`src/rtl/spi_cmd_pkg.sv`:
```
`timescale 1ns/1ps
package spi_cmd_pkg;

    localparam int BYTE_W  = 8;
    localparam int CNT_W   = 4;
    localparam int BIT_W   = $clog2(BYTE_W);
    localparam int POS_W   = CNT_W + 1;

    localparam logic [3:0] OFS_OPCODE = 4'h0;
    localparam logic [3:0] OFS_COUNTS = 4'h1;
    localparam logic [3:0] OFS_CTRL   = 4'h2;
    localparam logic [3:0] OFS_DATA   = 4'hC;
    localparam logic [3:0] OFS_CFG    = 4'hD;

    localparam int CTRL_GO_BIT    = 0;
    localparam int CTRL_REWIND_BIT = 4;

    typedef enum logic {
        SEQ_IDLE,
        SEQ_XFER
    } seq_state_e;

    typedef struct packed {
        seq_state_e              state;
        logic                    cs_n;
        logic                    sck;
        logic [BYTE_W-1:0]       sh;
        logic [BYTE_W-1:0]       rx;
        logic [BIT_W-1:0]        bitn;
        logic [POS_W-1:0]        pos;
    } seq_regs_t;

endpackage

```
`src/rtl/spi_cmd_clkdiv.sv`:
```
`timescale 1ns/1ps
module spi_cmd_clkdiv #(
    parameter int HALF_FAST = 2,
    parameter int HALF_MID  = 3,
    parameter int HALF_SLOW = 4
) (
    input  logic       clk,
    input  logic       rst_n,
    input  logic       run,
    input  logic [1:0] speed,
    output logic       tick
);
    localparam int CW = $clog2(HALF_SLOW + 1);

    logic [CW-1:0] cnt_d, cnt_q;
    logic [CW-1:0] limit;

    always_comb begin
        case (speed)
            2'b01:   limit = CW'(HALF_FAST - 1);
            2'b10:   limit = CW'(HALF_MID - 1);
            default: limit = CW'(HALF_SLOW - 1);
        endcase
        tick  = run && (cnt_q == limit);
        cnt_d = (!run || tick) ? '0 : cnt_q + 1'b1;
    end

    always_ff @(posedge clk or negedge rst_n) begin
        if (!rst_n) cnt_q <= '0;
        else        cnt_q <= cnt_d;
    end
endmodule

```
`src/rtl/spi_cmd_regs.sv`:
```
`timescale 1ns/1ps
module spi_cmd_regs
    import spi_cmd_pkg::*;
#(
    parameter int DEPTH = 8
) (
    input  logic                     clk,
    input  logic                     rst_n,
    input  logic [3:0]               bus_addr,
    input  logic                     bus_wr,
    input  logic                     bus_rd,
    input  logic [BYTE_W-1:0]        bus_wdata,
    output logic [BYTE_W-1:0]        bus_rdata,
    input  logic                     busy,
    input  logic                     eng_we,
    input  logic [$clog2(DEPTH)-1:0] eng_widx,
    input  logic [BYTE_W-1:0]        eng_wdata,
    input  logic [$clog2(DEPTH)-1:0] eng_ridx,
    output logic [BYTE_W-1:0]        eng_rdata,
    output logic [BYTE_W-1:0]        opcode,
    output logic [CNT_W-1:0]         wcnt,
    output logic [CNT_W-1:0]         rcnt,
    output logic [1:0]               speed,
    output logic [$clog2(DEPTH)-1:0] ptr,
    output logic                     go
);
    localparam int PW = $clog2(DEPTH);

    typedef struct packed {
        logic [BYTE_W-1:0]             opcode;
        logic [2*CNT_W-1:0]            counts;
        logic [1:0]                    speed;
        logic [PW-1:0]                 ptr;
        logic [DEPTH-1:0][BYTE_W-1:0]  fifo;
    } regs_t;

    regs_t r_d, r_q;
    logic  open_win;

    always_comb begin
        r_d      = r_q;
        go       = 1'b0;
        open_win = !busy;
        if (bus_wr && open_win) begin
            case (bus_addr)
                OFS_OPCODE: r_d.opcode = bus_wdata;
                OFS_COUNTS: r_d.counts = bus_wdata;
                OFS_CTRL: begin
                    if (bus_wdata[CTRL_REWIND_BIT]) r_d.ptr = '0;
                    go = bus_wdata[CTRL_GO_BIT];
                end
                OFS_DATA: begin
                    r_d.fifo[r_q.ptr] = bus_wdata;
                    r_d.ptr           = r_q.ptr + 1'b1;
                end
                OFS_CFG: r_d.speed = bus_wdata[5:4];
                default: ;
            endcase
        end
        if (bus_rd && open_win && bus_addr == OFS_DATA) begin
            r_d.ptr = r_q.ptr + 1'b1;
        end
        if (eng_we) begin
            r_d.fifo[eng_widx] = eng_wdata;
        end
    end

    always_comb begin
        case (bus_addr)
            OFS_OPCODE: bus_rdata = r_q.opcode;
            OFS_COUNTS: bus_rdata = r_q.counts;
            OFS_CTRL:   bus_rdata = {7'b0, busy};
            OFS_DATA:   bus_rdata = r_q.fifo[r_q.ptr];
            OFS_CFG:    bus_rdata = BYTE_W'({r_q.speed, 4'b0000}) | BYTE_W'(r_q.ptr);
            default:    bus_rdata = '0;
        endcase
        eng_rdata = r_q.fifo[eng_ridx];
        opcode    = r_q.opcode;
        rcnt      = r_q.counts[2*CNT_W-1:CNT_W];
        wcnt      = r_q.counts[CNT_W-1:0];
        speed     = r_q.speed;
        ptr       = r_q.ptr;
    end

    always_ff @(posedge clk or negedge rst_n) begin
        if (!rst_n) begin
            r_q        <= '0;
            r_q.speed  <= 2'b11;
        end else begin
            r_q <= r_d;
        end
    end
endmodule

```
`src/rtl/spi_cmd_seq.sv`:
```
`timescale 1ns/1ps
module spi_cmd_seq
    import spi_cmd_pkg::*;
#(
    parameter int DEPTH = 8
) (
    input  logic                     clk,
    input  logic                     rst_n,
    input  logic                     go,
    input  logic                     tick,
    input  logic [BYTE_W-1:0]        opcode,
    input  logic [CNT_W-1:0]         wcnt,
    input  logic [CNT_W-1:0]         rcnt,
    input  logic                     miso,
    input  logic [BYTE_W-1:0]        eng_rdata,
    output logic [$clog2(DEPTH)-1:0] eng_ridx,
    output logic                     eng_we,
    output logic [$clog2(DEPTH)-1:0] eng_widx,
    output logic [BYTE_W-1:0]        eng_wdata,
    output logic                     busy,
    output logic                     cs_n,
    output logic                     sck,
    output logic                     mosi
);
    localparam int PW = $clog2(DEPTH);

    seq_regs_t s_d, s_q;
    logic [POS_W-1:0] last_pos;
    logic [POS_W-1:0] wlen;
    logic [POS_W-1:0] next_pos;

    always_comb begin
        s_d       = s_q;
        eng_we    = 1'b0;
        wlen      = {1'b0, wcnt};
        last_pos  = {1'b0, wcnt} + {1'b0, rcnt};
        next_pos  = s_q.pos + 1'b1;
        // byte at position p (p >= 1) lives in entry (p-1) mod DEPTH
        eng_ridx  = s_q.pos[PW-1:0];
        eng_widx  = s_q.pos[PW-1:0] - 1'b1;
        eng_wdata = s_q.rx;
        case (s_q.state)
            SEQ_IDLE: begin
                if (go) begin
                    s_d.state = SEQ_XFER;
                    s_d.cs_n  = 1'b0;
                    s_d.sck   = 1'b0;
                    s_d.sh    = opcode;
                    s_d.rx    = '0;
                    s_d.bitn  = '0;
                    s_d.pos   = '0;
                end
            end
            SEQ_XFER: begin
                if (tick) begin
                    if (!s_q.sck) begin
                        s_d.sck = 1'b1;
                        s_d.rx  = {s_q.rx[BYTE_W-2:0], miso};
                    end else begin
                        s_d.sck = 1'b0;
                        if (s_q.bitn == BIT_W'(BYTE_W - 1)) begin
                            eng_we = (s_q.pos > wlen);
                            if (s_q.pos == last_pos) begin
                                s_d.state = SEQ_IDLE;
                                s_d.cs_n  = 1'b1;
                            end else begin
                                s_d.pos  = next_pos;
                                s_d.bitn = '0;
                                s_d.sh   = (next_pos <= wlen) ? eng_rdata : '0;
                            end
                        end else begin
                            s_d.bitn = s_q.bitn + 1'b1;
                            s_d.sh   = {s_q.sh[BYTE_W-2:0], 1'b0};
                        end
                    end
                end
            end
            default: s_d.state = SEQ_IDLE;
        endcase
        busy = (s_q.state == SEQ_XFER);
        cs_n = s_q.cs_n;
        sck  = s_q.sck;
        mosi = s_q.sh[BYTE_W-1];
    end

    always_ff @(posedge clk or negedge rst_n) begin
        if (!rst_n) begin
            s_q       <= '0;
            s_q.state <= SEQ_IDLE;
            s_q.cs_n  <= 1'b1;
        end else begin
            s_q <= s_d;
        end
    end
endmodule

```
`src/rtl/spi_cmd_engine.sv`:
```
`timescale 1ns/1ps
module spi_cmd_engine
    import spi_cmd_pkg::*;
#(
    parameter int DEPTH     = 8,
    parameter int HALF_FAST = 2,
    parameter int HALF_MID  = 3,
    parameter int HALF_SLOW = 4
) (
    input  logic        clk,
    input  logic        rst_n,
    input  logic [3:0]  bus_addr,
    input  logic        bus_wr,
    input  logic        bus_rd,
    input  logic [7:0]  bus_wdata,
    output logic [7:0]  bus_rdata,
    output logic        spi_cs_n,
    output logic        spi_sck,
    output logic        spi_mosi,
    input  logic        spi_miso
);
    localparam int PW = $clog2(DEPTH);

    logic              seq_busy;
    logic              go;
    logic              tick;
    logic [7:0]        opcode;
    logic [CNT_W-1:0]  wcnt, rcnt;
    logic [1:0]        speed;
    logic [PW-1:0]     fifo_ptr;
    logic              eng_we;
    logic [PW-1:0]     eng_widx, eng_ridx;
    logic [7:0]        eng_wdata, eng_rdata;
    logic [2*CNT_W-1:0] cnt_reg;

    assign cnt_reg = {rcnt, wcnt};

    spi_cmd_regs #(.DEPTH(DEPTH)) u_regs (
        .clk(clk), .rst_n(rst_n),
        .bus_addr(bus_addr), .bus_wr(bus_wr), .bus_rd(bus_rd),
        .bus_wdata(bus_wdata), .bus_rdata(bus_rdata),
        .busy(seq_busy),
        .eng_we(eng_we), .eng_widx(eng_widx), .eng_wdata(eng_wdata),
        .eng_ridx(eng_ridx), .eng_rdata(eng_rdata),
        .opcode(opcode), .wcnt(wcnt), .rcnt(rcnt), .speed(speed),
        .ptr(fifo_ptr), .go(go)
    );

    spi_cmd_clkdiv #(
        .HALF_FAST(HALF_FAST), .HALF_MID(HALF_MID), .HALF_SLOW(HALF_SLOW)
    ) u_div (
        .clk(clk), .rst_n(rst_n), .run(seq_busy), .speed(speed), .tick(tick)
    );

    spi_cmd_seq #(.DEPTH(DEPTH)) u_seq (
        .clk(clk), .rst_n(rst_n), .go(go), .tick(tick),
        .opcode(opcode), .wcnt(wcnt), .rcnt(rcnt), .miso(spi_miso),
        .eng_rdata(eng_rdata), .eng_ridx(eng_ridx),
        .eng_we(eng_we), .eng_widx(eng_widx), .eng_wdata(eng_wdata),
        .busy(seq_busy), .cs_n(spi_cs_n), .sck(spi_sck), .mosi(spi_mosi)
    );
endmodule

```
`config.mk`:
```
export PLATFORM = sky130hd
export DESIGN_NAME = spi_cmd_engine
export DESIGN_NICKNAME = d
export VERILOG_FILES = /design/src/rtl/spi_cmd_pkg.sv /design/src/rtl/spi_cmd_clkdiv.sv /design/src/rtl/spi_cmd_regs.sv /design/src/rtl/spi_cmd_seq.sv /design/src/rtl/spi_cmd_engine.sv
export SDC_FILE = /design/constraint.sdc
export NUM_CORES = 1
export LEC_CHECK = 0
export ABC_AREA = 0
export ABC_CLOCK_PERIOD_IN_PS = 3100
export CORE_UTILIZATION = 56
export CTS_CLUSTER_SIZE = 30
export DETAILED_ROUTE_END_ITERATION = 16
export HOLD_SLACK_MARGIN = 0.08
export PLACE_DENSITY_LB_ADDON = 0.2
export SLEW_MARGIN = 20
export SYNTH_ARGS = -nofsm -noshare
export SYNTH_HDL_FRONTEND = slang
export SYNTH_SLANG_ARGS = --single-unit
```
`constraint.sdc`:
```
create_clock -name clk -period 3.1 [get_ports clk]
set_clock_uncertainty 0.05 [all_clocks]
set_input_delay 0.62 -clock clk [delete_from_list [all_inputs] [get_ports clk]]
set_output_delay 0.62 -clock clk [all_outputs]
set_load 0.03 [all_outputs]
```
==> flow_summary.yaml <==
timing:
  period_needed_ps: 2980
  timing.final.max_slew_violations: 0
  hold_ws_ps: 182
  rsz0062_at_grt: "no"
  timing.final.crit_share_pct: 96.0
  setup-violations-final: 0
  worst_pin_slew_ps: 836
  final-hold-violation-count: 0
  finalSetupTns_ps: 0
  fmax_mhz: 336
  slew_headroom_pct: 44.3
floorplan:
  fp.dieH_um: 116
  die_w_um: 116
  core_area_um2: 12700
  die-area_um2: 13500
  io_pins: 28
  start_util_pct: 57.7
  placementRows: 41
clock_network:
  hold_buffers: 0
  htree_levels: 4
  clk_pin_slew_ps: 50
  cts_tree: "yes"
  clock_latency_ps: 420
  cts_setup_buffers: 0
  clockRootBuffer: "clkbuf_16"
  cts_buffers: 17
  cts_sinks: 115
  cts.repair.resized: 1
  clockBufferDepth: 2
placed_design:
  gp_congestion: 0.869
  place.detailed.hpwl_um: 13600
  portBuffers: 27
finish:
  layout_common_cells: "mux2_2 (158), dfrtp_1 (111), buf_4 (51)"
  drive_gt1_share_pct: 45.5
  num_antenna_cells: 0
  nNetsFinal: 678
  final.fill_count: 921
  layout_commonest_cell: "mux2_2"
  syn_to_final_growth_pct: 18.1
critical_path:
  r2r-end: "u_seq.s_q[18]$_DFFE_PN0P_"
  reg2reg_depth: 9
  path_class: "reg2reg"
  cp.arrival_ps: 3220
  reg2reg_from: "u_regs.rcnt[0]$_DFFE_PN0P_"
  cp_max_fo: 8
  critPathLaunchType: "register"
  endpoint_kind: "register"
  crit_required_ps: 3350
  r2r_slack_ps: 120
power:
  powerDensity_nw_per_um2: 627
  vdd_ir_drop_max_v: 0.000482
  p_leak_nw: 3.91
global_route:
  grt_overflow_total: 0
  antenna_found_initial: 0
  grt_pass1_wl_um: 30800
  grt_pass1_vias: 5535
  grt_usage_pct: 31.6
  grt_max_degree: 48
job:
  max_cap_viol_count: 0
routing:
  wl_um: 19700
  drc: 0
  routedWlPerCell_um: 23.8
  drtAntennaViolNets: 0
  vias: 5384
  post_drt_via_cell_ratio: 6.51
  drtPass1Iterations: 6
  drt_iter0_markers: 498
synth:
  syn-cell-area_um2: 7310
  synth_fp_nets: 625
  synth_top_cell_by_area: "dfrtp_1"
  ys_seq_area_share_pct: 39.4
  synthCells: 589
  ys_types: 64
  ys_top_cells_by_area: "dfrtp_1 (38%), mux2_2 (24%), mux4_2 (9.5%), ha_1 (3.1%), o21ai_0 (2.1%)"
  synth_seq_cells: 115
  synthArstFlopShare_pct: 100
  post_synth.cell_area_avg_um2: 12.4
  synth_top_area_share_pct: 38.3
  ys.flop_type: "dfrtp_1"
  yosysWarnings: 0
  synth-edff-count: 0
hold_path:
  min_path_type: "in2async"
outcome:
  status: "finished clean"
cells by family (layout without fill, tap and decap cells):
family	count (synthesis)	count (layout)	share of synthesized area, %
AO/OA/AOI/OAI	86	86	8.03
XOR/XNOR	10	10	1.39
adder cells (fa/ha/maj)	19	19	3.35
buffers and inverters	54	120	2.89
flip-flops	115	115	39.4
multiplexers	202	202	35.7
AND/OR/NAND/NOR	103	103	9.26
worst max-delay path: stages (launching register included):
cell and delay, ps:
dfrtp_1 390, ha_1 200, inv_1 60, fa_1 400, xnor3_1 380, nor3_1 270, a41oi_1 220, o21ai_1 270
buf_4 270, mux2_2 350
per-layer routing:
layer	track usage, %	share of wire, %
met1	40.4	42
met2	50.7	48
met3	8.25	6.4
met4	14.0	3.5
met5	0	0
state kept, by name (all words and copies together), names as in the netlist:
signal / count
u_regs.r_q: 64
u_seq.s_q: 12
u_regs.opcode: 8
u_seq.eng_wdata: 8
u_regs.rcnt: 4
u_regs.wcnt: 4
u_div.cnt_q: 3
u_regs.ptr: 3
u_seq.eng_ridx: 3
u_regs.speed: 2
u_seq.busy: 1
u_seq.cs_n: 1
u_seq.mosi: 1
u_seq.sck: 1
layout make-up:
type | count | area (um2) | share of cell area, %
Timing Repair Buffer | 70 | 583 | 6.75
Inverter | 18 | 67.6 | 0.783
Tap cell | 172 | 215 | 2.49
Clock buffer | 19 | 453 | 5.25
Multi-Input combinational cell | 420 | 4230 | 48.9
Sequential cell | 115 | 2880 | 33.4
Clock inverter | 13 | 205 | 2.38
how the worst max path moves through the flow:
stage,slack [ps],end,cells after the start,startpoint
6_report,120,u_seq.s_q[18]$_DFFE_PN0P_,9,u_regs.rcnt[0]$_DFFE_PN0P_
5_1_grt,30,u_seq.s_q[19]$_DFFE_PN0P_,9,u_regs.rcnt[0]$_DFFE_PN0P_
4_1_cts,40,u_seq.eng_ridx[2]$_DFFE_PN0P_,9,u_regs.rcnt[0]$_DFFE_PN0P_
3_5_place_dp,70,u_regs.r_q[49]$_DFF_PN0_,7,bus_addr[1]
3_3_place_gp,140,u_regs.r_q[50]$_DFF_PN0_,7,bus_addr[1]
2_1_floorplan,100,u_seq.s_q[16]$_DFFE_PN0P_,10,u_seq.eng_ridx[1]$_DFFE_PN0P_
power breakdown:
part           switching, W  internal [W]
clock              0.000719       0.00147
combinational      0.000672      0.000641
sequential         0.000211       0.00170
stage by stage:
| stage | cell area [um2] | utilization [%] | worst slack (ps) | cells | power (W) |
|---|---|---|---|---|---|
| after global placement | 7970 | 62.9 | 137 | 795 | 0.00316 |
| after CTS | 8630 | 68.1 | 40.6 | 827 | 0.00542 |
| after detailed placement | 7970 | 62.9 | 72.7 | 795 | 0.00321 |
| final | 8630 | 68.1 | 123 | 827 | 0.00541 |
| after global routing | 8630 | 68.1 | 25.7 | 827 | 0.00564 |
| after floorplan | 7310 | - | 104 | 589 | 0.00276 |
synth_stat cells, drive strengths merged, types with 2 or more instances:
cell type / count
a2111oi: 2
a211oi: 2
a21boi: 2
a21o: 8
a21oi: 12
a222oi: 4
a22o: 11
a22oi: 3
and2: 3
and3: 2
buf: 22
clkbuf: 14
dfrtp: 112
dfstp: 3
ha: 18
inv: 18
mux2: 159
mux2i: 12
mux4: 31
nand2: 37
nand2b: 2
nand3: 6
nand3b: 3
nand4: 10
nor2: 13
nor2b: 4
nor3: 4
nor3b: 2
nor4: 5
nor4b: 3
o21ai: 31
o221ai: 2
o41ai: 2
or2: 2
xnor2: 5
xor2: 4
Power figures use the tool's default switching activity.
